$ cat config.mk
export PLATFORM = sky130hd
export DESIGN_NAME = sci_status_reg
export DESIGN_NICKNAME = d
export VERILOG_FILES = /design/src/rtl/sci_status_pkg.sv /design/src/rtl/sci_flag_cell.sv /design/src/rtl/sci_event_map.sv /design/src/rtl/sci_readback.sv /design/src/rtl/sci_status_reg.sv
export SDC_FILE = /design/constraint.sdc
export NUM_CORES = 1
export LEC_CHECK = 0
export BUFFER_PORTS_ARGS = -buffer_cell sky130_fd_sc_hd__buf_2
export CAP_MARGIN = 20
export CORE_MARGIN = 8
export CORE_UTILIZATION = 44
export CTS_CLUSTER_SIZE = 16
export DETAILED_ROUTE_END_ITERATION = 7
export PLACE_DENSITY_LB_ADDON = 0.15
export SLEW_MARGIN = 20
export SYNTH_ARGS = -nofsm -noshare
export SYNTH_HDL_FRONTEND = slang
export SYNTH_HIERARCHICAL = 1
export SYNTH_SLANG_ARGS = --single-unit
$ cat constraint.sdc
create_clock -name clk -period 1.2 [get_ports clk]
set_input_delay 0 -clock clk [delete_from_list [all_inputs] [get_ports clk]]
set_output_delay 0 -clock clk [all_outputs]
set_load 0.1 [all_outputs]
$ cat src/rtl/sci_status_pkg.sv
// Shared constants and types for the serial status flag register.
// Flag index 0 is the most significant flag bit of the byte.
package sci_status_pkg;
    localparam int NUM_FLAGS = 5;
    localparam int FL_TXE    = 0;
    localparam int FL_RXF    = 1;
    localparam int FL_OVR    = 2;
    localparam int FL_FRM    = 3;
    localparam int FL_PAR    = 4;

    typedef logic [NUM_FLAGS-1:0] flag_vec_t;

    // Value after reset and while in standby: only transmit-empty is set.
    localparam flag_vec_t IDLE_FLAGS = flag_vec_t'(1) << FL_TXE;
endpackage

$ cat src/rtl/sci_flag_cell.sv
// One sticky status flag with its CPU read-arm bit.
// Assumes the strobes are single-cycle and synchronous to clk.
// Priority: standby, then a hardware set, then the hardware and CPU clears.
module sci_flag_cell #(
    parameter logic IDLE_VAL = 1'b0
) (
    input  logic clk,
    input  logic rst_n,
    input  logic standby,
    input  logic hw_set,
    input  logic hw_clr,
    input  logic cpu_rd,
    input  logic cpu_wr,
    input  logic wr_bit,
    output logic flag_q,
    output logic armed_q
);
    logic flag_d;
    logic armed_d;
    logic cpu_clr;

    // Next-state logic for the flag and its arm.
    always_comb begin
        cpu_clr = cpu_wr && !wr_bit && armed_q;
        if (standby) begin
            flag_d  = IDLE_VAL;
            armed_d = 1'b0;
        end else begin
            flag_d = hw_set || (flag_q && !hw_clr && !cpu_clr);
            if (hw_clr)      armed_d = 1'b0;
            else if (cpu_rd) armed_d = flag_q;
            else if (cpu_wr) armed_d = 1'b0;
            else             armed_d = armed_q;
        end
    end

    // State registers with synchronous reset.
    always_ff @(posedge clk) begin
        if (!rst_n) begin
            flag_q  <= IDLE_VAL;
            armed_q <= 1'b0;
        end else begin
            flag_q  <= flag_d;
            armed_q <= armed_d;
        end
    end
endmodule

$ cat src/rtl/sci_event_map.sv
// Maps datapath and transfer-controller strobes onto per-flag set and
// clear requests. Overrun is judged from the current receive-full flag.
module sci_event_map
    import sci_status_pkg::*;
(
    input  logic      tx_load,
    input  logic      tx_enable_clr,
    input  logic      dma_tx_write,
    input  logic      rx_done,
    input  logic      rx_frame_err,
    input  logic      rx_parity_err,
    input  logic      dma_rx_read,
    input  logic      rxf_now,
    output flag_vec_t set_vec,
    output flag_vec_t clr_vec
);
    logic rx_clean;

    // Decode events into set and clear vectors.
    always_comb begin
        rx_clean        = rx_done && !rx_frame_err && !rx_parity_err;
        set_vec         = '0;
        clr_vec         = '0;
        set_vec[FL_TXE] = tx_load || tx_enable_clr;
        clr_vec[FL_TXE] = dma_tx_write;
        set_vec[FL_RXF] = rx_clean;
        clr_vec[FL_RXF] = dma_rx_read;
        set_vec[FL_OVR] = rx_done && rxf_now;
        set_vec[FL_FRM] = rx_done && rx_frame_err;
        set_vec[FL_PAR] = rx_done && rx_parity_err;
    end
endmodule

$ cat src/rtl/sci_readback.sv
// Packs the flag vector into the CPU byte; unused low bits read as 1.
// Assumes REG_W is at least NUM_FLAGS.
module sci_readback
    import sci_status_pkg::*;
#(
    parameter int REG_W = 8
) (
    input  flag_vec_t         flags,
    output logic [REG_W-1:0]  rdata
);
    localparam int LOW_W = REG_W - NUM_FLAGS;

    genvar gi;
    // Flag bits, highest bit first.
    generate
        for (gi = 0; gi < NUM_FLAGS; gi++) begin : g_flag
            assign rdata[REG_W-1-gi] = flags[gi];
        end
        if (LOW_W > 0) begin : g_fill
            assign rdata[LOW_W-1:0] = '1;
        end
    endgenerate
endmodule

$ cat src/rtl/sci_status_reg.sv
// Serial channel status flag register: five sticky flags, cleared by the
// CPU through a read-1-then-write-0 handshake. Assumes single-cycle strobes.
module sci_status_reg
    import sci_status_pkg::*;
#(
    parameter int REG_W = 8
) (
    input  logic             clk,
    input  logic             rst_n,
    input  logic             standby,
    input  logic             cpu_rd,
    input  logic             cpu_wr,
    input  logic [REG_W-1:0] cpu_wdata,
    output logic [REG_W-1:0] cpu_rdata,
    input  logic             tx_load,
    input  logic             tx_enable_clr,
    input  logic             dma_tx_write,
    input  logic             rx_done,
    input  logic             rx_frame_err,
    input  logic             rx_parity_err,
    input  logic             dma_rx_read
);
    flag_vec_t flags_q;
    flag_vec_t armed_vec;
    flag_vec_t set_vec;
    flag_vec_t clr_vec;

    sci_event_map u_map (
        .tx_load       (tx_load),
        .tx_enable_clr (tx_enable_clr),
        .dma_tx_write  (dma_tx_write),
        .rx_done       (rx_done),
        .rx_frame_err  (rx_frame_err),
        .rx_parity_err (rx_parity_err),
        .dma_rx_read   (dma_rx_read),
        .rxf_now       (flags_q[FL_RXF]),
        .set_vec       (set_vec),
        .clr_vec       (clr_vec)
    );

    genvar gi;
    // One cell per flag; the write bit comes from the matching byte position.
    generate
        for (gi = 0; gi < NUM_FLAGS; gi++) begin : g_cell
            sci_flag_cell #(.IDLE_VAL(IDLE_FLAGS[gi])) u_cell (
                .clk     (clk),
                .rst_n   (rst_n),
                .standby (standby),
                .hw_set  (set_vec[gi]),
                .hw_clr  (clr_vec[gi]),
                .cpu_rd  (cpu_rd),
                .cpu_wr  (cpu_wr),
                .wr_bit  (cpu_wdata[REG_W-1-gi]),
                .flag_q  (flags_q[gi]),
                .armed_q (armed_vec[gi])
            );
        end
    endgenerate

    sci_readback #(.REG_W(REG_W)) u_rb (
        .flags (flags_q),
        .rdata (cpu_rdata)
    );
endmodule

==> summary.md, run 1 <==
| Metric | Value |
|---|---|
| Status | `finished clean` |
| Clk_skew | `0.00950 ns` |
| Filler cells | `135` |
| Vias in the first global route | `524` |
| CTS Buf Count | `3` |
| DIE WIDTH | `53.3 microns` |
| Initial drt markers | `2` |
| Largest area contributor in the netlist | `dfxtp_1` |
| Root Buffer Master | `clkbuf_4` |
| Clock H-tree levels | `1` |
| Router iterations before antenna repair | `2` |
| Full die area | `2840 sq um` |
| Setup crit start kind | `flop` |
| Clock Pin Slew Worst Setup and Hold Paths | `0.07 ns` |
| RSZ-0062 raised after global routing | `false` |
| Synthesis-to-layout area growth | `13.1%` |
| Max-slew violations | `0` |
| WP depth | `1` |
| Synthesis Warnings | `6` |
| ANT cells | `0` |
| Initial antenna violation count | `0` |
| Gr ovfl total | `0` |
| Share of layout cells above drive strength 1 | `36.6%` |
| Worst r2r path cells | `2` |
| Crit-path leading delay family | `buffers and inverters` |
| CP Class | `reg -> out` |
| Worst-path fanout max | `4` |
| Total global-route track usage | `9.22%` |
| TritonCTS clock tree | `yes` |
| P_leak | `0.277 nW` |
| Max Cap Violations | `0` |
| # placed instances | `92` |
| Fin. Hold Viols | `0` |
| Yosys reg bits | `10` |
| Post-route ant nets | `0` |
| # DRC | `0` |
| Syn Area/Cell | `9.27 sq um` |
| Worst vdd ir | `878 uV` |
| Post-DR wirelength/cell | `12.2 microns` |
| PortBufs | `21` |
| Final TNS setup | `0 ns` |
| Global-route wire length before repair | `1950 microns` |
| Worst hold path stage count | `3` |
| Post-synthesis sequential area ratio | `32.7%` |
| FP Rows | `13` |
| Power Dens Cells | `1140 nW/um^2` |
| Placeable Area | `1300 sq um` |
| CP max stage cell | `buf_2` |
| Critical path buffers and inverters | `1` |
| Period utilisation layout | `91.6%` |
| Worst setup EP type | `primary output` |
| Clock Tree Buf Depth | `2` |
| Clk_lat worst skew | `0.26 ns` |
| HP Class | `in -> reg` |
| I/O pins | `28` |
| Final core occ | `53.2%` |
| Clock sink total | `10` |
| Share of the synthesized area in the top cell type | `32.7%` |
| Critical path cell sequence | `buf_2` |
| Resized Gates After CTS | `0` |
| Fin cells | `97` |
| Via/cell ratio | `4.85` |
| Initial Util | `47.0%` |
| Footprint of the multi-input gates | `318 sq um` |
| Fmax | `0.910 GHz` |
| Total Routed Length | `1190 microns` |
| Critical path arrival | `1.10 ns` |
| CP peak stage delay | `0.45 ns` |
| # setup viols final | `0` |
| Req. time, crit path | `1.20 ns` |
| Synth Cell Area | `612 sq um` |
| Die Ht | `53.3 microns` |
| Yosys cell types | `17` |
| GPL Wtd Cong | `0.654` |
| Area contributors post-synth | `dfxtp_1 (33%), buf_4 (17%), or3b_1 (7.2%)` |
| Minimum clock period | `1.10 ns` |
| DR vias | `470` |
| NumNets Final | `103` |
| Post-synthesis cell count | `66` |
| Pin count of the biggest net entering global routing | `11` |
| FF+latch area | `200 sq um` |
-- synth_stat cells (all sizes together) --
master,number
buf,14
dfxtp,10
nand2,5
nand3b,5
nor3b,5
or3b,5
a21boi,4
a32o,4
nor2b,4
and2,3
conb,2
a211oi,1
a311o,1
inv,1
nand2b,1
or2,1
-- report_power, final --
part	total (mW)	internal (mW)	switching [mW]
registers	0.340	0.337	0.00319
logic	0.148	0.0441	0.104
clock network	0.298	0.184	0.114
-- routing by layer --
metal	up-vias	track usage, %	part of all wire [%]
met1	214	8.03	38
met4	0	2.52	0
li1	245	-	-
met3	0	5.60	7.9
met5	-	0	0
met2	11	17.2	54
-- flip-flops by register name (all words and copies together) (netlist names) --
register,flops
g_cell.u_cell/armed_q,5
g_cell.u_cell/flag_q,5
-- layout by cell type, fill, tap and decap left out, drive strengths merged --
cell type / synthesis / routed
conb: 2 / 6
dfxtp: 10 / 10
and2: 3 / 3
nand3b: 5 / 5
or2: 1 / 1
a32o: 4 / 4
dlygate4sd3: 0 / 1
inv: 1 / 1
buf: 14 / 21
nand2: 5 / 5
a211oi: 1 / 1
clkbuf: 0 / 4
a311o: 1 / 1
nand2b: 1 / 1
nor3b: 5 / 5
a21boi: 4 / 4
or3b: 5 / 5
nor2b: 4 / 4
-- path summary, 6_finish.rpt --
path | startpoint | to | slack, ns
hold reg to reg | g_cell[2].u_cell/flag_q | g_cell[2].u_cell/armed_q | 0.47
hold / removal | tx_load | g_cell[0].u_cell/flag_q | 0.009
setup reg to reg | g_cell[0].u_cell/armed_q | g_cell[0].u_cell/armed_q | 0.23
setup / recovery | g_cell[1].u_cell/flag_q | cpu_rdata[6] | 0.10
-- metrics by stage --
stage | cell area [sq um] | hold slack (ns) | worst slack (ns) | power [mW]
final | 692 | 0.00917 | 0.101 | 0.786
after global routing | 692 | 0.0194 | 0.0794 | 0.826
after CTS | 692 | 0.00621 | 0.0981 | 0.801
after detailed placement | 646 | 0.190 | 0.247 | 0.493
after global placement | 646 | 0.190 | 0.263 | 0.492
after floorplan | 627 | 0.142 | 0.281 | 0.472
-- area by class of cell --
cell class	instances	share of cell area (%)
multi-input cells	45	45.9
flip-flops and latches	10	28.9
repair buffers	22	16.6
clock buffers	4	5.24
well taps	15	2.71
inverters	1	0.542
-- logic make-up (layout without fill, tap and decap cells) --
| family | count (synthesis) | after routing | share of synthesized area (%) |
|---|---|---|---|
| buffers and inverters | 15 | 27 | 17.8 |
| AND/OR/NAND/NOR | 29 | 29 | 33.1 |
| flip-flops | 10 | 10 | 32.7 |
| other | 2 | 6 | 1.23 |
| AO/OA/AOI/OAI | 10 | 10 | 15.1 |
-- repair_timing --
action | 4_1_cts | 5_1_grt
endpoints found under the hold margin | 1 | 0
endpoints found under the setup margin | 0 | 0
setup buffers | 0 | 0
hold buffers | 1 | 0
Power figures use the tool's default switching activity.
==> run 2: changes to the inputs <==
--- a/config.mk
+++ b/config.mk
@@ -5,10 +5,12 @@
 export SDC_FILE = /design/constraint.sdc
 export NUM_CORES = 1
 export LEC_CHECK = 0
-export BUFFER_PORTS_ARGS = -buffer_cell sky130_fd_sc_hd__buf_2
+export BUFFER_PORTS_ARGS = -buffer_cell sky130_fd_sc_hd__clkbuf_2
 export CAP_MARGIN = 20
+export CELL_PAD_IN_SITES_DETAIL_PLACEMENT = 0
+export CELL_PAD_IN_SITES_GLOBAL_PLACEMENT = 2
 export CORE_MARGIN = 8
-export CORE_UTILIZATION = 44
+export CORE_UTILIZATION = 25
 export CTS_CLUSTER_SIZE = 16
 export DETAILED_ROUTE_END_ITERATION = 7
 export PLACE_DENSITY_LB_ADDON = 0.15
==> summary.md, run 2 (same netlist as run 1, synthesis figures left out) <==
| Metric | Value |
|---|---|
| CP Launch Point | `g_cell[0].u_cell/armed_q (was g_cell[1].u_cell/flag_q)` |
| Total global-route track usage | `6.75% (was 9.22%)` |
| R2R Setup Slk | `0.24 ns (was 0.23 ns)` |
| Final TNS setup | `0 ns (unchanged)` |
| Worst hold path stage count | `3 (unchanged)` |
| Pin count of the biggest net entering global routing | `11 (unchanged)` |
| Power Dens Cells | `1010 nW/um^2 (was 1140 nW/um^2)` |
| Worst vdd ir | `350 uV (was 878 uV)` |
| Worst r2r path cells | `2 (unchanged)` |
| Synthesis-to-layout area growth | `16.0% (was 13.1%)` |
| Max-slew violations | `0 (unchanged)` |
| Req. time, crit path | `1.39 ns (was 1.20 ns)` |
| Fin. Hold Viols | `0 (unchanged)` |
| Fin cells | `111 (was 97)` |
| Clk_lat worst skew | `0.26 ns (about the same)` |
| Initial antenna violation count | `0 (unchanged)` |
| Placeable Area | `2390 sq um (was 1300 sq um)` |
| Clock Tree Buf Depth | `2 (unchanged)` |
| # placed instances | `107 (was 92)` |
| # setup viols final | `0 (unchanged)` |
| PortBufs | `21 (unchanged)` |
| HP Class | `in -> reg (unchanged)` |
| DIE WIDTH | `65.5 microns (was 53.3 microns)` |
| Post-DR wirelength/cell | `12.3 microns (was 12.2 microns)` |
| Vias in the first global route | `499 (was 524)` |
| NumNets Final | `103 (unchanged)` |
| RSZ-0062 raised after global routing | `false (unchanged)` |
| Reg-to-Reg Start | `g_cell[0].u_cell/armed_q (unchanged)` |
| Status | `finished clean (unchanged)` |
| Setup crit start kind | `flop (unchanged)` |
| DR vias | `471 (was 470)` |
| Full die area | `4290 sq um (was 2840 sq um)` |
| Global-route wire length before repair | `2150 microns (was 1950 microns)` |
| Worst setup EP type | `flop (was primary output)` |
| Total Routed Length | `1360 microns (was 1190 microns)` |
| Dpl cell area | `677 sq um (was 646 sq um)` |
| FF+latch area | `200 sq um (unchanged)` |
| Critical path arrival | `1.14 ns (was 1.10 ns)` |
| Router iterations before antenna repair | `3 (was 2)` |
| Worst-path fanout max | `2 (was 4)` |
| Post-route ant nets | `0 (unchanged)` |
| Max Cap Violations | `0 (unchanged)` |
| Final Hold Slack | `0.0142 ns (was 0.00917 ns)` |
| Root Buffer Master | `clkbuf_4 (unchanged)` |
| Final instance area | `709 sq um (was 692 sq um)` |
| # DRC | `0 (unchanged)` |
| Setup bufs post-CTS | `0 (unchanged)` |
| Critical Path Sink | `g_cell[0].u_cell/armed_q (was cpu_rdata[6])` |
| Fmax | `1.05 GHz (was 0.910 GHz)` |
| Final core occ | `29.7% (was 53.2%)` |
| Largest registers | `g_cell.u_cell/armed_q x5, g_cell.u_cell/flag_q x5 (unchanged)` |
| Via/cell ratio | `4.24 (was 4.85)` |
| Gr ovfl total | `0 (unchanged)` |
| Period utilisation layout | `79.7% (was 91.6%)` |
| Minimum clock period | `0.957 ns (was 1.10 ns)` |
| Die Ht | `65.5 microns (was 53.3 microns)` |
| Initial Util | `25.6% (was 47.0%)` |
| P_leak | `0.275 nW (was 0.277 nW)` |
| CP Class | `reg -> reg (was reg -> out)` |
| Commonest cells after routing, fill and taps aside | `clkbuf_2 (16), dfxtp_1 (10), conb_1 (6) (was buf_2 (21), dfxtp_1 (10), conb_1 (6))` |
| Commonest non-fill, non-tap cell in the layout | `clkbuf_2 (was buf_2)` |
| CTS Buf Count | `3 (unchanged)` |
| Initial drt markers | `14 (was 2)` |
| Resized Gates After CTS | `0 (unchanged)` |
| Clock H-tree levels | `1 (unchanged)` |
| Clock sink total | `10 (unchanged)` |
| HPWL Detailed | `1110 microns` |
| Filler cells | `281 (was 135)` |
| Share of layout cells above drive strength 1 | `35.8% (was 36.6%)` |
| ANT cells | `0 (unchanged)` |
| FP Rows | `18 (was 13)` |
| TritonCTS clock tree | `yes (unchanged)` |
| GPL Wtd Cong | `0.672 (was 0.654)` |
| FF-to-FF End | `g_cell[0].u_cell/armed_q (unchanged)` |
| Clk_skew | `0.00169 ns (was 0.00950 ns)` |
| Footprint of the multi-input gates | `318 sq um (unchanged)` |
| I/O pins | `28 (unchanged)` |
| Clock Pin Slew Worst Setup and Hold Paths | `0.06 ns (was 0.07 ns)` |
run 2: stage by stage:
stage / worst slack (ns) / total power [mW]
after floorplan: 0.281 / 0.472
after global placement: 0.267 / 0.499
after detailed placement: 0.251 / 0.499
after CTS: 0.234 / 0.740
after global routing: 0.173 / 0.766
final: 0.243 / 0.717
run 2: cell type report:
class / count / area share, %
Timing Repair Buffer: 22 / 18.0
Inverter: 1 / 0.529
Sequential cell: 10 / 28.2
Multi-Input combinational cell: 45 / 44.8
Tap cell: 30 / 5.29
Clock buffer: 3 / 3.17
run 2: power by group:
part / leakage (nW) / switching, mW / internal [mW]
sequential: 0.0809 / 0.00318 / 0.337
combinational: 0.181 / 0.106 / 0.0461
clock: 0.0138 / 0.110 / 0.116
run 2: critical path, stage by stage (launching register included):
cell and delay [ns]:
dfxtp_1 0.32, or3b_1 0.36, a211oi_2 0.21
run 2: per-layer routing:
layer  vias up  share of wire, %  track usage [%]
li1        244                 -                -
met1       207                46             7.52
met2        16                44             10.1
met3         4               8.1             2.89
met4         0               2.1             4.90
met5         -                 0                0
run 2: what timing repair did:
| action | in CTS | in global routing |
|---|---|---|
| endpoints found under the hold margin | 1 | 0 |
| hold buffers | 1 | 0 |
| endpoints found under the setup margin | 0 | 0 |
run 2: worst min path at each step:
stage,startpoint,endpoint,slack (ns)
after floorplan,cpu_rd,g_cell[2].u_cell/armed_q,0.14
after global placement,dma_tx_write,g_cell[0].u_cell/armed_q,0.20
after detailed placement,dma_tx_write,g_cell[0].u_cell/armed_q,0.20
after CTS,tx_load,g_cell[0].u_cell/flag_q,0.008
after global routing,dma_rx_read,g_cell[1].u_cell/armed_q,0.04
final,tx_load,g_cell[0].u_cell/flag_q,0.01
